--- src/rtl/rqgt_pkg.sv ---
package rqgt_pkg;

  // Bus cycle phase as presented on cyc_st
  localparam logic [2:0] TS_IDLE = 3'd0;
  localparam logic [2:0] TS_T1   = 3'd1;
  localparam logic [2:0] TS_T2   = 3'd2;
  localparam logic [2:0] TS_T3   = 3'd3;
  localparam logic [2:0] TS_TW   = 3'd4;
  localparam logic [2:0] TS_T4   = 3'd5;

  // Exchange sequencer states
  typedef enum logic [1:0] {
    XS_OPEN  = 2'd0,
    XS_GRANT = 2'd1,
    XS_HOLD  = 2'd2,
    XS_DEAD  = 2'd3
  } xstate_e;

endpackage

--- src/rtl/rqgt_capture.sv ---
// Per-channel request memory: a pending bit and a late-arrival bit
module rqgt_capture #(
  parameter int NCH = 2
) (
  input  logic           clk,
  input  logic           rst_n,
  input  logic [NCH-1:0] rq_n_i,
  input  logic [NCH-1:0] own_drive,
  input  logic [NCH-1:0] hold_mask,
  input  logic [NCH-1:0] clr,
  input  logic           phase_late,
  input  logic           phase_new,
  output logic [NCH-1:0] want,
  output logic [NCH-1:0] late
);

  logic [NCH-1:0] pend_q, pend_d;
  logic [NCH-1:0] late_q, late_d;
  logic [NCH-1:0] new_req;

  for (genvar c = 0; c < NCH; c++) begin : g_ch
    // A low level counts as a request only while this side is not driving
    // the line, and not when it is the owner's release pulse
    assign new_req[c] = ~rq_n_i[c] & ~own_drive[c] & ~hold_mask[c];
    assign want[c]    = pend_q[c] | new_req[c];
    assign late[c]    = late_q[c] | (new_req[c] & ~pend_q[c] & phase_late);

    always_comb begin
      pend_d[c] = clr[c] ? 1'b0 : want[c];
      if (clr[c] || phase_new) late_d[c] = 1'b0;
      else                     late_d[c] = late[c];
    end

    always_ff @(posedge clk or negedge rst_n) begin
      if (!rst_n) begin
        pend_q[c] <= 1'b0;
        late_q[c] <= 1'b0;
      end else begin
        pend_q[c] <= pend_d[c];
        late_q[c] <= late_d[c];
      end
    end
  end

endmodule

--- src/rtl/rqgt_gate.sv ---
// Decides whether the running bus cycle allows a hand-over in this clock
module rqgt_gate (
  input  logic [2:0] cyc_st,
  input  logic       odd_lo,
  input  logic       inta1,
  input  logic       lock,
  input  logic       late_win,
  output logic       go
);
  import rqgt_pkg::*;

  logic at_end, blocked;

  always_comb begin
    at_end  = (cyc_st == TS_T4);
    blocked = odd_lo | inta1 | lock | late_win;
    go      = (cyc_st == TS_IDLE) | (at_end & ~blocked);
  end

endmodule

--- src/rtl/rqgt_fsm.sv ---
// Exchange sequencer: grant pulse, hold, dead clock
module rqgt_fsm #(
  parameter int NCH = 2,
  parameter int OW  = 1
) (
  input  logic           clk,
  input  logic           rst_n,
  input  logic [NCH-1:0] rq_n_i,
  input  logic           any_want,
  input  logic [OW-1:0]  win_idx,
  input  logic           go,
  output logic [NCH-1:0] gnt_oe,
  output logic [NCH-1:0] hold_mask,
  output logic [NCH-1:0] clr,
  output logic           bus_float,
  output logic           hold_ack,
  output logic [OW-1:0]  owner
);
  import rqgt_pkg::*;

  xstate_e        st_q, st_d;
  logic [OW-1:0]  own_q, own_d;
  logic [NCH-1:0] own_oh, win_oh;
  logic           take, rel;

  always_comb begin
    own_oh = NCH'(1) << own_q;
    win_oh = NCH'(1) << win_idx;
    rel    = ~rq_n_i[own_q];
    take   = any_want & go & ((st_q == XS_OPEN) | (st_q == XS_DEAD));
    st_d   = st_q;
    own_d  = own_q;
    unique case (st_q)
      XS_OPEN, XS_DEAD: begin
        if (take) begin
          st_d  = XS_GRANT;
          own_d = win_idx;
        end else begin
          st_d  = XS_OPEN;
        end
      end
      XS_GRANT: st_d = XS_HOLD;
      XS_HOLD:  if (rel) st_d = XS_DEAD;
      default:  st_d = XS_OPEN;
    endcase
  end

  always_ff @(posedge clk or negedge rst_n) begin
    if (!rst_n) begin
      st_q  <= XS_OPEN;
      own_q <= '0;
    end else begin
      st_q  <= st_d;
      own_q <= own_d;
    end
  end

  always_comb begin
    clr       = take ? win_oh : '0;
    gnt_oe    = (st_q == XS_GRANT) ? own_oh : '0;
    hold_mask = (st_q == XS_HOLD)  ? own_oh : '0;
    bus_float = (st_q == XS_GRANT) | (st_q == XS_HOLD);
    hold_ack  = (st_q == XS_HOLD);
    owner     = own_q;
  end

endmodule

--- src/rtl/rqgt_exchange.sv ---
// Top: two-or-more channel single-line request/grant bus hand-over
module rqgt_exchange #(
  parameter int NCH = 2
) (
  input  logic                                clk,
  input  logic                                rst_n,
  input  logic [NCH-1:0]                      rq_n_i,
  input  logic [2:0]                          cyc_st,
  input  logic                                odd_lo_i,
  input  logic                                inta1_i,
  input  logic                                lock_i,
  output logic [NCH-1:0]                      gnt_oe_o,
  output logic [NCH-1:0]                      gnt_val_o,
  output logic                                bus_float_o,
  output logic                                hold_ack_o,
  output logic [$clog2(NCH>1 ? NCH : 2)-1:0]  hold_ch_o
);
  import rqgt_pkg::*;

  localparam int OW = $clog2(NCH > 1 ? NCH : 2);

  logic [NCH-1:0] want, late, clr, hold_mask, gnt_oe;
  logic [OW-1:0]  win_idx;
  logic           any_want, late_win, go, phase_late, phase_new;

  assign phase_late = (cyc_st == TS_T3) | (cyc_st == TS_TW) | (cyc_st == TS_T4);
  assign phase_new  = (cyc_st == TS_T1);

  rqgt_capture #(.NCH(NCH)) u_cap (
    .clk        (clk),
    .rst_n      (rst_n),
    .rq_n_i     (rq_n_i),
    .own_drive  (gnt_oe),
    .hold_mask  (hold_mask),
    .clr        (clr),
    .phase_late (phase_late),
    .phase_new  (phase_new),
    .want       (want),
    .late       (late)
  );

  // Fixed priority: the lowest index wins
  always_comb begin
    win_idx  = '0;
    any_want = |want;
    for (int c = NCH - 1; c >= 0; c--) begin
      if (want[c]) win_idx = OW'(c);
    end
    late_win = late[win_idx];
  end

  rqgt_gate u_gate (
    .cyc_st   (cyc_st),
    .odd_lo   (odd_lo_i),
    .inta1    (inta1_i),
    .lock     (lock_i),
    .late_win (late_win),
    .go       (go)
  );

  rqgt_fsm #(.NCH(NCH), .OW(OW)) u_fsm (
    .clk       (clk),
    .rst_n     (rst_n),
    .rq_n_i    (rq_n_i),
    .any_want  (any_want),
    .win_idx   (win_idx),
    .go        (go),
    .gnt_oe    (gnt_oe),
    .hold_mask (hold_mask),
    .clr       (clr),
    .bus_float (bus_float_o),
    .hold_ack  (hold_ack_o),
    .owner     (hold_ch_o)
  );

  assign gnt_oe_o  = gnt_oe;
  assign gnt_val_o = '0;

endmodule

--- config.mk ---
export PLATFORM = sky130hd
export DESIGN_NAME = rqgt_exchange
export DESIGN_NICKNAME = d
export VERILOG_FILES = /design/src/rtl/rqgt_pkg.sv /design/src/rtl/rqgt_capture.sv /design/src/rtl/rqgt_gate.sv /design/src/rtl/rqgt_fsm.sv /design/src/rtl/rqgt_exchange.sv
export SDC_FILE = /design/constraint.sdc
export NUM_CORES = 1
export LEC_CHECK = 0
export BUFFER_PORTS_ARGS = -buffer_cell sky130_fd_sc_hd__buf_2
export CAP_MARGIN = 20
export CORE_AREA = 8 8 45 47
export DETAILED_ROUTE_END_ITERATION = 6
export DIE_AREA = 0 0 53 55
export PLACE_DENSITY_LB_ADDON = 0.05
export RECOVER_POWER = 25
export SYNTH_ARGS = -nofsm -noshare
export SYNTH_HDL_FRONTEND = slang
export SYNTH_SLANG_ARGS = --single-unit
--- constraint.sdc ---
create_clock -name clk -period 2.2 [get_ports clk]
set_input_delay 0.11 -clock clk [delete_from_list [all_inputs] [get_ports clk]]
set_output_delay 0.11 -clock clk [all_outputs]
set_load 0.02 [all_outputs]
* Word-level counts from Yosys, hierarchy flattened
Index checks and enable logic that the tools add are counted.
** Word-level totals
- Output and inout port bits :: 7
- Logic and storage cells :: 73
- Bits in registers :: 7
** Operators by class
- Muxes and demuxes :: 16
- Order comparisons :: 2
- Shift-type cells :: 2
- Equality and inequality tests :: 8
- Bitwise operators :: 32
- Reduce and logical (&&, ||, !) cells :: 7
** Operators by type and width (number)
- $or 1x1->1 :: 12
- $and 1x1->1 :: 11
- $mux 1 :: 11
- $not 1->1 :: 9
- $mux 2 :: 4
- $eq 3x3->1 const B :: 2
- $pmux 2 s3 :: 1
- $eq 2x2->1 const B :: 2
- $lt 1x2->1 const B :: 2
- $reduce_or 2->1 :: 2
- $shl 1x1->2 const A :: 2
- $eq 3x1->1 const B :: 1
- $eq 3x2->1 const B :: 1
- $logic_not 3->1 :: 1
- $eq 2x1->1 const B :: 1
- $logic_not 2->1 :: 1
- $logic_or 1x1->1 :: 2
- $ne 2x2->1 const B :: 1
- $reduce_and 2->1 :: 1

* Logic depth before layout (Yosys ltp)
Gate-level depths: netlist (run 1).
- Depth in word-level cells :: 19
- Mapped depth :: 7

* Modules after synthesis
Synthesis (run 1) repeated with hierarchy kept, for this count alone.
** Unflattened totals
- Cell total of the unflattened synthesis :: 56
- Area, all modules :: 550.5 µm²
** Modules (own cells, without submodules)
- rqgt_fsm :: sequential area each 75.1 µm², cells an instance 24, area each 229.0 µm², instances 1
- rqgt_capture :: sequential area each 100.1 µm², cells an instance 20, area each 220.2 µm², instances 1
- rqgt_exchange :: sequential area each 0.0 µm², cells an instance 9, area each 75.1 µm², instances 1
- rqgt_gate :: sequential area each 0.0 µm², cells an instance 3, area each 26.3 µm², instances 1

* Least setup slack after synthesis (run 1)
OpenSTA, ideal clock, no wires.
- Path type :: register to register
- From :: register u_fsm.st_q[0]
- To :: register u_fsm.own_q, in the netlist u_fsm.owner
- Clock period less this slack :: 1.854 ns
- Setup time :: 0.120 ns
- Stages on the path, launching flop included :: 8
- Setup slack :: 0.346 ns
- Data arrival time :: 1.734 ns
- Cells stage by stage :: dfrtp_1 inv_1 ha_1 o21ba_2 o21bai_1 nor2_1 a21o_2 a31o_2
** RTL lines
- from (decl) :: line rqgt_fsm.sv:21 : xstate_e st_q, st_d;
- from (signal assigned) :: line rqgt_fsm.sv:53 : st_q <= st_d;
- $eq 2x2->1 *
- named net hold_ack_o :: line rqgt_exchange.sv:15 : output logic hold_ack_o,
- $mux 2 * :: line rqgt_fsm.sv:61 : hold_mask = (st_q == XS_HOLD) ? own_oh : '0;
- $not 1->1 :: line rqgt_capture.sv:24 : assign new_req[c] = ~rq_n_i[c] & ~own_drive[c] & ~hold_mask[c];
- $and 1x1->1 :: line rqgt_capture.sv:24
- $and 1x1->1 or $or 1x1->1 (tied branches) :: line rqgt_capture.sv:26, rqgt_capture.sv:25
- $and 1x1->1 or $mux 1 (tied branches) :: line rqgt_capture.sv:26, rqgt_exchange.sv:47
- $or 1x1->1 or $mux 1 (tied branches) :: line rqgt_capture.sv:26, rqgt_exchange.sv:47
- $mux 1 (implied by the code) (2 in series) :: line rqgt_exchange.sv:49 : late_win = late[win_idx];
- $or 1x1->1 :: line rqgt_gate.sv:16 : blocked = odd_lo | inta1 | lock | late_win;
- $not 1->1 :: line rqgt_gate.sv:17 : go = (cyc_st == TS_IDLE) | (at_end & ~blocked);
- $and 1x1->1 :: line rqgt_gate.sv:17
- $or 1x1->1 :: line rqgt_gate.sv:17
- $and 1x1->1 (2 in series) :: line rqgt_fsm.sv:30 : take = any_want & go & ((st_q == XS_OPEN) | (st_q == XS_DEAD));
- $reduce_and 2->1 (no line)
- to (signal assigned) :: line rqgt_fsm.sv:54 : own_q <= own_d;
- to (decl) :: line rqgt_fsm.sv:22 : logic [OW-1:0] own_q, own_d;
Mark *: on every way through the listed nets, which the timed path passes. The rest lies on a longest branch. The select of a mux whose other input is x is not followed.
A chain may end at the register's enable or synchronous reset.

* Worst setup path in the final report (run 1)
- From :: register u_fsm.st_q[0]
- To :: register u_fsm.own_q, in the netlist u_fsm.owner
** On the way
- Word-level cells in the longest chain between the ends :: 17
** Ends and longest elaborated chain
- $eq 2x1->1 :: line rqgt_fsm.sv:60 : gnt_oe = (st_q == XS_GRANT) ? own_oh : '0;
- $mux 2 :: line rqgt_fsm.sv:60
- $not 1->1 :: line rqgt_capture.sv:24
- $and 1x1->1 (2 in series) :: line rqgt_capture.sv:24
- $and 1x1->1 or $or 1x1->1 (tied branches) :: line rqgt_capture.sv:26, rqgt_capture.sv:25
- $and 1x1->1 or $mux 1 (tied branches) :: line rqgt_capture.sv:26, rqgt_exchange.sv:47
- $or 1x1->1 or $mux 1 (tied branches) :: line rqgt_capture.sv:26, rqgt_exchange.sv:47
- $mux 1 (implied by the code) (2 in series) :: line rqgt_exchange.sv:49
- $or 1x1->1 :: line rqgt_gate.sv:16
- $not 1->1 :: line rqgt_gate.sv:17
- $and 1x1->1 :: line rqgt_gate.sv:17
- $or 1x1->1 :: line rqgt_gate.sv:17
- $and 1x1->1 (2 in series) :: line rqgt_fsm.sv:30
- $reduce_and 2->1 (no line)
Several ways; a longest one is shown, not always the timed one. The select of a mux whose other input is x is not followed.

==> out/metrics.cfg, run 1 <==
[clock_network]
cts_max_level = 1
hold_buffers = 1
post_cts_resized = 0
clk_latency_ns = 0.25
cts_root_buf = clkbuf_4
clockBufferDepth = 2
clkTransAtPathRegs_ns = 0.05
cts_buffers = 3
clkSinkCount = 7
cts_tree = done
post-cts-setup-buffer-count = 0

[synth]
synth_ff_type = dfrtp_1
syn_avg_cell_area_um2 = 8.62
async_reset_ff_frac = 1.00
synthCells = 64
ys_top_cells_by_area = dfrtp_1, mux2_2, a21oi_1, ha_1, o21ba_2
syn-cell-area_um2 = 552
synth_largest_area_cell = dfrtp_1
synth_top_cells_by_count = dfrtp_1, a21oi_1, inv_1, nor2_1, nand2_1
synth_edf_count = 0
yosys.cell_count.top_type = dfrtp_1
yosys.area.top_type_share = 0.317
seq_area_frac_synth = 0.317
ys_ff_latch = 7
synth_warnings = 0
synth_cell_types = 29

[timing]
min_period_over_period = 0.864
min_period_ns = 1.90
setup_ws_ns = 0.298
skew_ns = 0.00317
finalSetupViolations = 0
hold_viol_final = 0
setup_tns_ns = 0
whs_ns = 0.206
max_freq_mhz = 526
slew_violations = 0
rsz0062_at_grt = false

[routing]
via_per_inst = 5.25
ant_nets = 0
drc = 0
drtPass1Iterations = 4
wire_per_inst_um = 13.2
wirelength_mm = 1.32
vias = 525
initialDrtViolationCount = 21

[power]
cellInternalPower_uw = 389
clkPwrFrac = 0.163
combPwrFrac = 0.540
seq_power_share = 0.298
power_uw = 696
max-vdd-ir-drop_uv = 445
p_leak_uw = 0.000308
p_sw_uw = 307
p_sw_frac = 0.441
powerDensity_nw_per_um2 = 1020

[setup_path]
critPathMaxStageDelay_ns = 0.36
cp_num_cells = 7
critPathKind = flip-flop to flip-flop
path_cells = inv_1, ha_1, o21ba_2, o21bai_1, nor2_1, a21o_2, a31o_2
crit_family = compound AO/OA/AOI/OAI gates
cpMaxStageDelayCell = dfrtp_1
crit_buf_inv = 1
worstPathRequired_ns = 2.34
critPathArrivalTime_ns = 2.04
end_kind = flip-flop
rr_worst_depth = 7
startpoint_type = flip-flop
cp_max_fo = 6

[layout]
final_layout_size_suffix_gt1_frac = 0.333
seq_area_um2 = 175
areaGrowthSynthToFinish_pct = 23.4
fin_nets = 97
multiInputGateArea_um2 = 347
fillers = 159
insertedDiodeCount = 0
stdcell_count = 100

[run]
maxCapViolations = 0

[global_routing]
grt_overflow_total = 0
antenna_found_initial = 0
grt_pass1_vias = 501
grt_max_degree = 8
grtUsageTotal = 0.101
grt_pass1_wl_mm = 2.18

[placed_design]
io_buffers = 14
post-dp-hpwl_mm = 1.08
preCtsSetupSlack_ns = 0.309
dp.cells = 95
gp_congestion = 0.820

[floorplanning]
die-area_um2 = 2920
start_util = 0.399
core_area_um2 = 1380
dieWidth_um = 53
ioPinCount = 17
num_rows = 14
fp.dieH_um = 55

[hold_path]
worstHoldPathType = primary input to flip-flop
hold_depth = 3

[outcome]
outcome = complete, no violations

## kinds of logic after synthesis
| kind of cell | Yosys count | share of synthesized area |
|---|---|---|
| compound gates | 21 | 0.259 |
| fa+ha+maj | 2 | 0.0453 |
| buf+inv | 7 | 0.0612 |
| flops | 7 | 0.317 |
| mux | 3 | 0.0612 |
| other cells | 1 | 0.00680 |
| simple gates | 23 | 0.249 |
## path summary, 6_finish.rpt
check | startpoint | endpoint | slack [ns]
max | u_fsm.st_q[0] | u_fsm.owner | 0.30
min | cyc_st[2] | u_cap.late_q[1] | 0.21
max reg2reg | u_fsm.st_q[0] | u_fsm.owner | 0.30
min reg2reg | u_fsm.st_q[0] | u_fsm.st_q[0] | 0.59
max in group asynchronous | rst_n | u_cap.late_q[1] | 1.66
min in group asynchronous | rst_n | u_fsm.st_q[0] | 0.28
## power groups by stage
stage,clock network (uW),registers (uW),logic (uW)
global route,128,214,418
CTS,117,208,379
detailed placement,0,211,377
floorplan,0,206,269
finish,113,207,375
global placement,0,209,373
## per-layer routing
| metal | GRT usage | share of wire |
|---|---|---|
| met5 | 0 | 0 |
| met4 | 0.0776 | 0.0091 |
| met3 | 0.0214 | 0.081 |
| met2 | 0.152 | 0.45 |
| met1 | 0.122 | 0.46 |
## cells in the final DEF (no fill, tap or decap)
master and count:
nand2_1 4, o21bai_1 1, dlygate4sd3_1 1, o21ba_2 2, or3_4 1, nand3b_1 2
nor4_2 1, conb_1 2, a31o_2 1, dfrtp_1 7, clkbuf_1 2, and2b_2 1
a2111oi_0 2, buf_4 2, nand2b_1 1, a21o_2 1, or4b_1 1, mux2_2 3
o22ai_1 2, ha_1 2, inv_1 5, o21ai_0 3, nor4_1 1, buf_2 13
nor3_1 3, and2_1 1, nor2b_1 2, a211oi_1 1, clkbuf_4 3, nor2_1 5
a21oi_1 5, a31oi_1 2, a21boi_0 1
## area by class of cell
cell class / count / area share
timing repair buffer: 17 / 0.138
inverter: 5 / 0.0276
clock buffer: 4 / 0.0386
tap: 16 / 0.0294
sequential: 7 / 0.257
multi-input combinational: 51 / 0.509
## state kept, by name (all words and copies together) (netlist names)
signal,flops
u_cap.late_q,2
u_fsm.owner,1
u_cap.pend_q,2
u_fsm.st_q,2
## worst min-delay path, stage by stage
cell	delay, ns
buf_2	0.14
nor2_1	0.11
nor3_1	0.06
## through the flow
step | utilization | cell area, um^2
final | 0.492 | 681
after global routing | 0.492 | 681
after CTS | 0.493 | 682
after detailed placement | 0.467 | 646
after global placement | 0.467 | 646
after floorplan | - | 556
No activity file was read; power rests on OpenSTA's default activity.
==> inputs of run 2 (changes only) <==
--- a/config.mk
+++ b/config.mk
@@ -10,7 +10,7 @@
 export CORE_AREA = 8 8 45 47
 export DETAILED_ROUTE_END_ITERATION = 6
 export DIE_AREA = 0 0 53 55
-export PLACE_DENSITY_LB_ADDON = 0.05
+export PLACE_DENSITY = 0.67
 export RECOVER_POWER = 25
 export SYNTH_ARGS = -nofsm -noshare
 export SYNTH_HDL_FRONTEND = slang
==> constraint.sdc (replaced) <==
create_clock -name clk -period 2.1 [get_ports clk]
set_input_delay 0.105 -clock clk [delete_from_list [all_inputs] [get_ports clk]]
set_output_delay 0.105 -clock clk [all_outputs]
set_load 0.02 [all_outputs]
==> out/metrics.cfg, run 2 (synthesis results as in run 1) <==
[outcome]
outcome = complete, no violations

[routing]
drtPass1Iterations = 3
wirelength_mm = 1.36
via_per_inst = 5.36
initialDrtViolationCount = 5
ant_nets = 0
wire_per_inst_um = 13.7
vias = 531
drc = 0

[timing]
min_period_over_period = 0.917
setup_tns_ns = 0
finalSetupViolations = 0
hold_viol_final = 0
max_freq_mhz = 519
slew_violations = 0
rsz0062_at_grt = false
skew_ns = 0.00205
whs_ns = 0.198
min_period_ns = 1.93

[clock_network]
hold_buffers = 1
cts_tree = done
post-cts-setup-buffer-count = 0
cts_buffers = 3
post_cts_resized = 0
clockBufferDepth = 2
clk_latency_ns = 0.25
cts_max_level = 1
clkTransAtPathRegs_ns = 0.05
clkSinkCount = 7
cts_root_buf = clkbuf_4

[power]
p_sw_frac = 0.443
max-vdd-ir-drop_uv = 379
cellInternalPower_uw = 407
clkPwrFrac = 0.162
seq_power_share = 0.300
power_uw = 732
p_leak_uw = 0.000303
combPwrFrac = 0.538
p_sw_uw = 324
powerDensity_nw_per_um2 = 1090

[run]
maxCapViolations = 0

[floorplanning]
ioPinCount = 17
core_area_um2 = 1380
die-area_um2 = 2920
fp.dieH_um = 55
dieWidth_um = 53
start_util = 0.399
num_rows = 14

[layout]
final_layout_size_suffix_gt1_frac = 0.325
multiInputGateArea_um2 = 347
seq_area_um2 = 175
mostFrequentLayoutCell = buf_2
areaGrowthSynthToFinish_pct = 22.0
stdcell_count = 99
final_cell_mix = buf_2, dfrtp_1, inv_1, a21oi_1, nor2_1
insertedDiodeCount = 0
fin_nets = 96
top_regs = u_cap.late_q (2), u_cap.pend_q (2), u_fsm.st_q (2)
fillers = 140
fin_util = 0.486

[setup_path]
cpMaxStageDelayCell = dfrtp_1
crit_family = compound AO/OA/AOI/OAI gates
end_kind = flip-flop
worstPathRequired_ns = 2.26
crit_start = u_fsm.st_q[0]
critPathArrivalTime_ns = 2.09
path_cells = inv_1, ha_1, o21ba_2, o21bai_1, o22ai_1, and2b_2, nor3_1
cp_max_fo = 6
critPathMaxStageDelay_ns = 0.37
crit_end = u_cap.pend_q[0]
r2r_slack_ns = 0.17
crit_buf_inv = 1
startpoint_type = flip-flop
r2r-end = u_cap.pend_q[0]
cp_num_cells = 7
critPathKind = flip-flop to flip-flop
rr_worst_depth = 7
worstReg2RegStart = u_fsm.st_q[0]

[hold_path]
worstHoldPathType = primary input to flip-flop

[global_routing]
grt_pass1_wl_mm = 2.27
grt_overflow_total = 0
grt_pass1_vias = 540
grtUsageTotal = 0.108
antenna_found_initial = 0
grt_max_degree = 8

[placed_design]
dp.cells = 94
gp_congestion = 0.849
io_buffers = 14
post-dp-hpwl_mm = 1.10

[run 2: cell types whose count changed in the layout (fill, tap and decap cells not counted), sizes merged]
cell,previous run,this run
buf,15,14
[run 2: worst min-delay path, cell delays in order]
cell,delay [ns]
buf_2,0.13
nor2_1,0.11
nor3_1,0.06
[run 2: layout make-up]
| cell class | instances | share of cell area |
|---|---|---|
| multi-input cells | 51 | 0.515 |
| flip-flops and latches | 7 | 0.260 |
| repair buffers | 16 | 0.128 |
| clock buffers | 4 | 0.0390 |
| well taps | 16 | 0.0297 |
| inverters | 5 | 0.0279 |
[run 2: routing by layer]
metal / GRT usage / part of all wire / wire [um]
met5: 0 / 0 / 0
met1: 0.109 / 0.42 / 564
met2: 0.172 / 0.43 / 586
met3: 0.0294 / 0.11 / 153
met4: 0.116 / 0.039 / 53
[run 2: power groups by stage]
stage | Clock [uW] | Sequential, uW | Combinational [uW]
final | 118 | 220 | 394
after detailed placement | 0 | 222 | 394
after floorplan | 0 | 216 | 282
after global routing | 131 | 227 | 442
after CTS | 121 | 220 | 397
after global placement | 0 | 219 | 389
[run 2: worst min path at each step]
stage | startpoint | end | slack [ns] | cells after the start
2_1_floorplan | rst_n | u_cap.late_q[0] | -0.19 | 0
4_1_cts | cyc_st[2] | u_cap.late_q[1] | 0.19 | 3
3_3_place_gp | rst_n | u_cap.pend_q[1] | -0.06 | 1
5_1_grt | cyc_st[2] | u_cap.late_q[1] | 0.22 | 3
6_report | cyc_st[2] | u_cap.late_q[1] | 0.20 | 3
3_5_place_dp | rst_n | u_cap.pend_q[1] | -0.06 | 1
[run 2: through the flow]
step / setup WS [ns] / cell area, um^2
final: 0.175 / 673
after global routing: 0.0232 / 673
after CTS: 0.181 / 674
after detailed placement: 0.196 / 638
after global placement: 0.214 / 638
after floorplan: 0.246 / 556
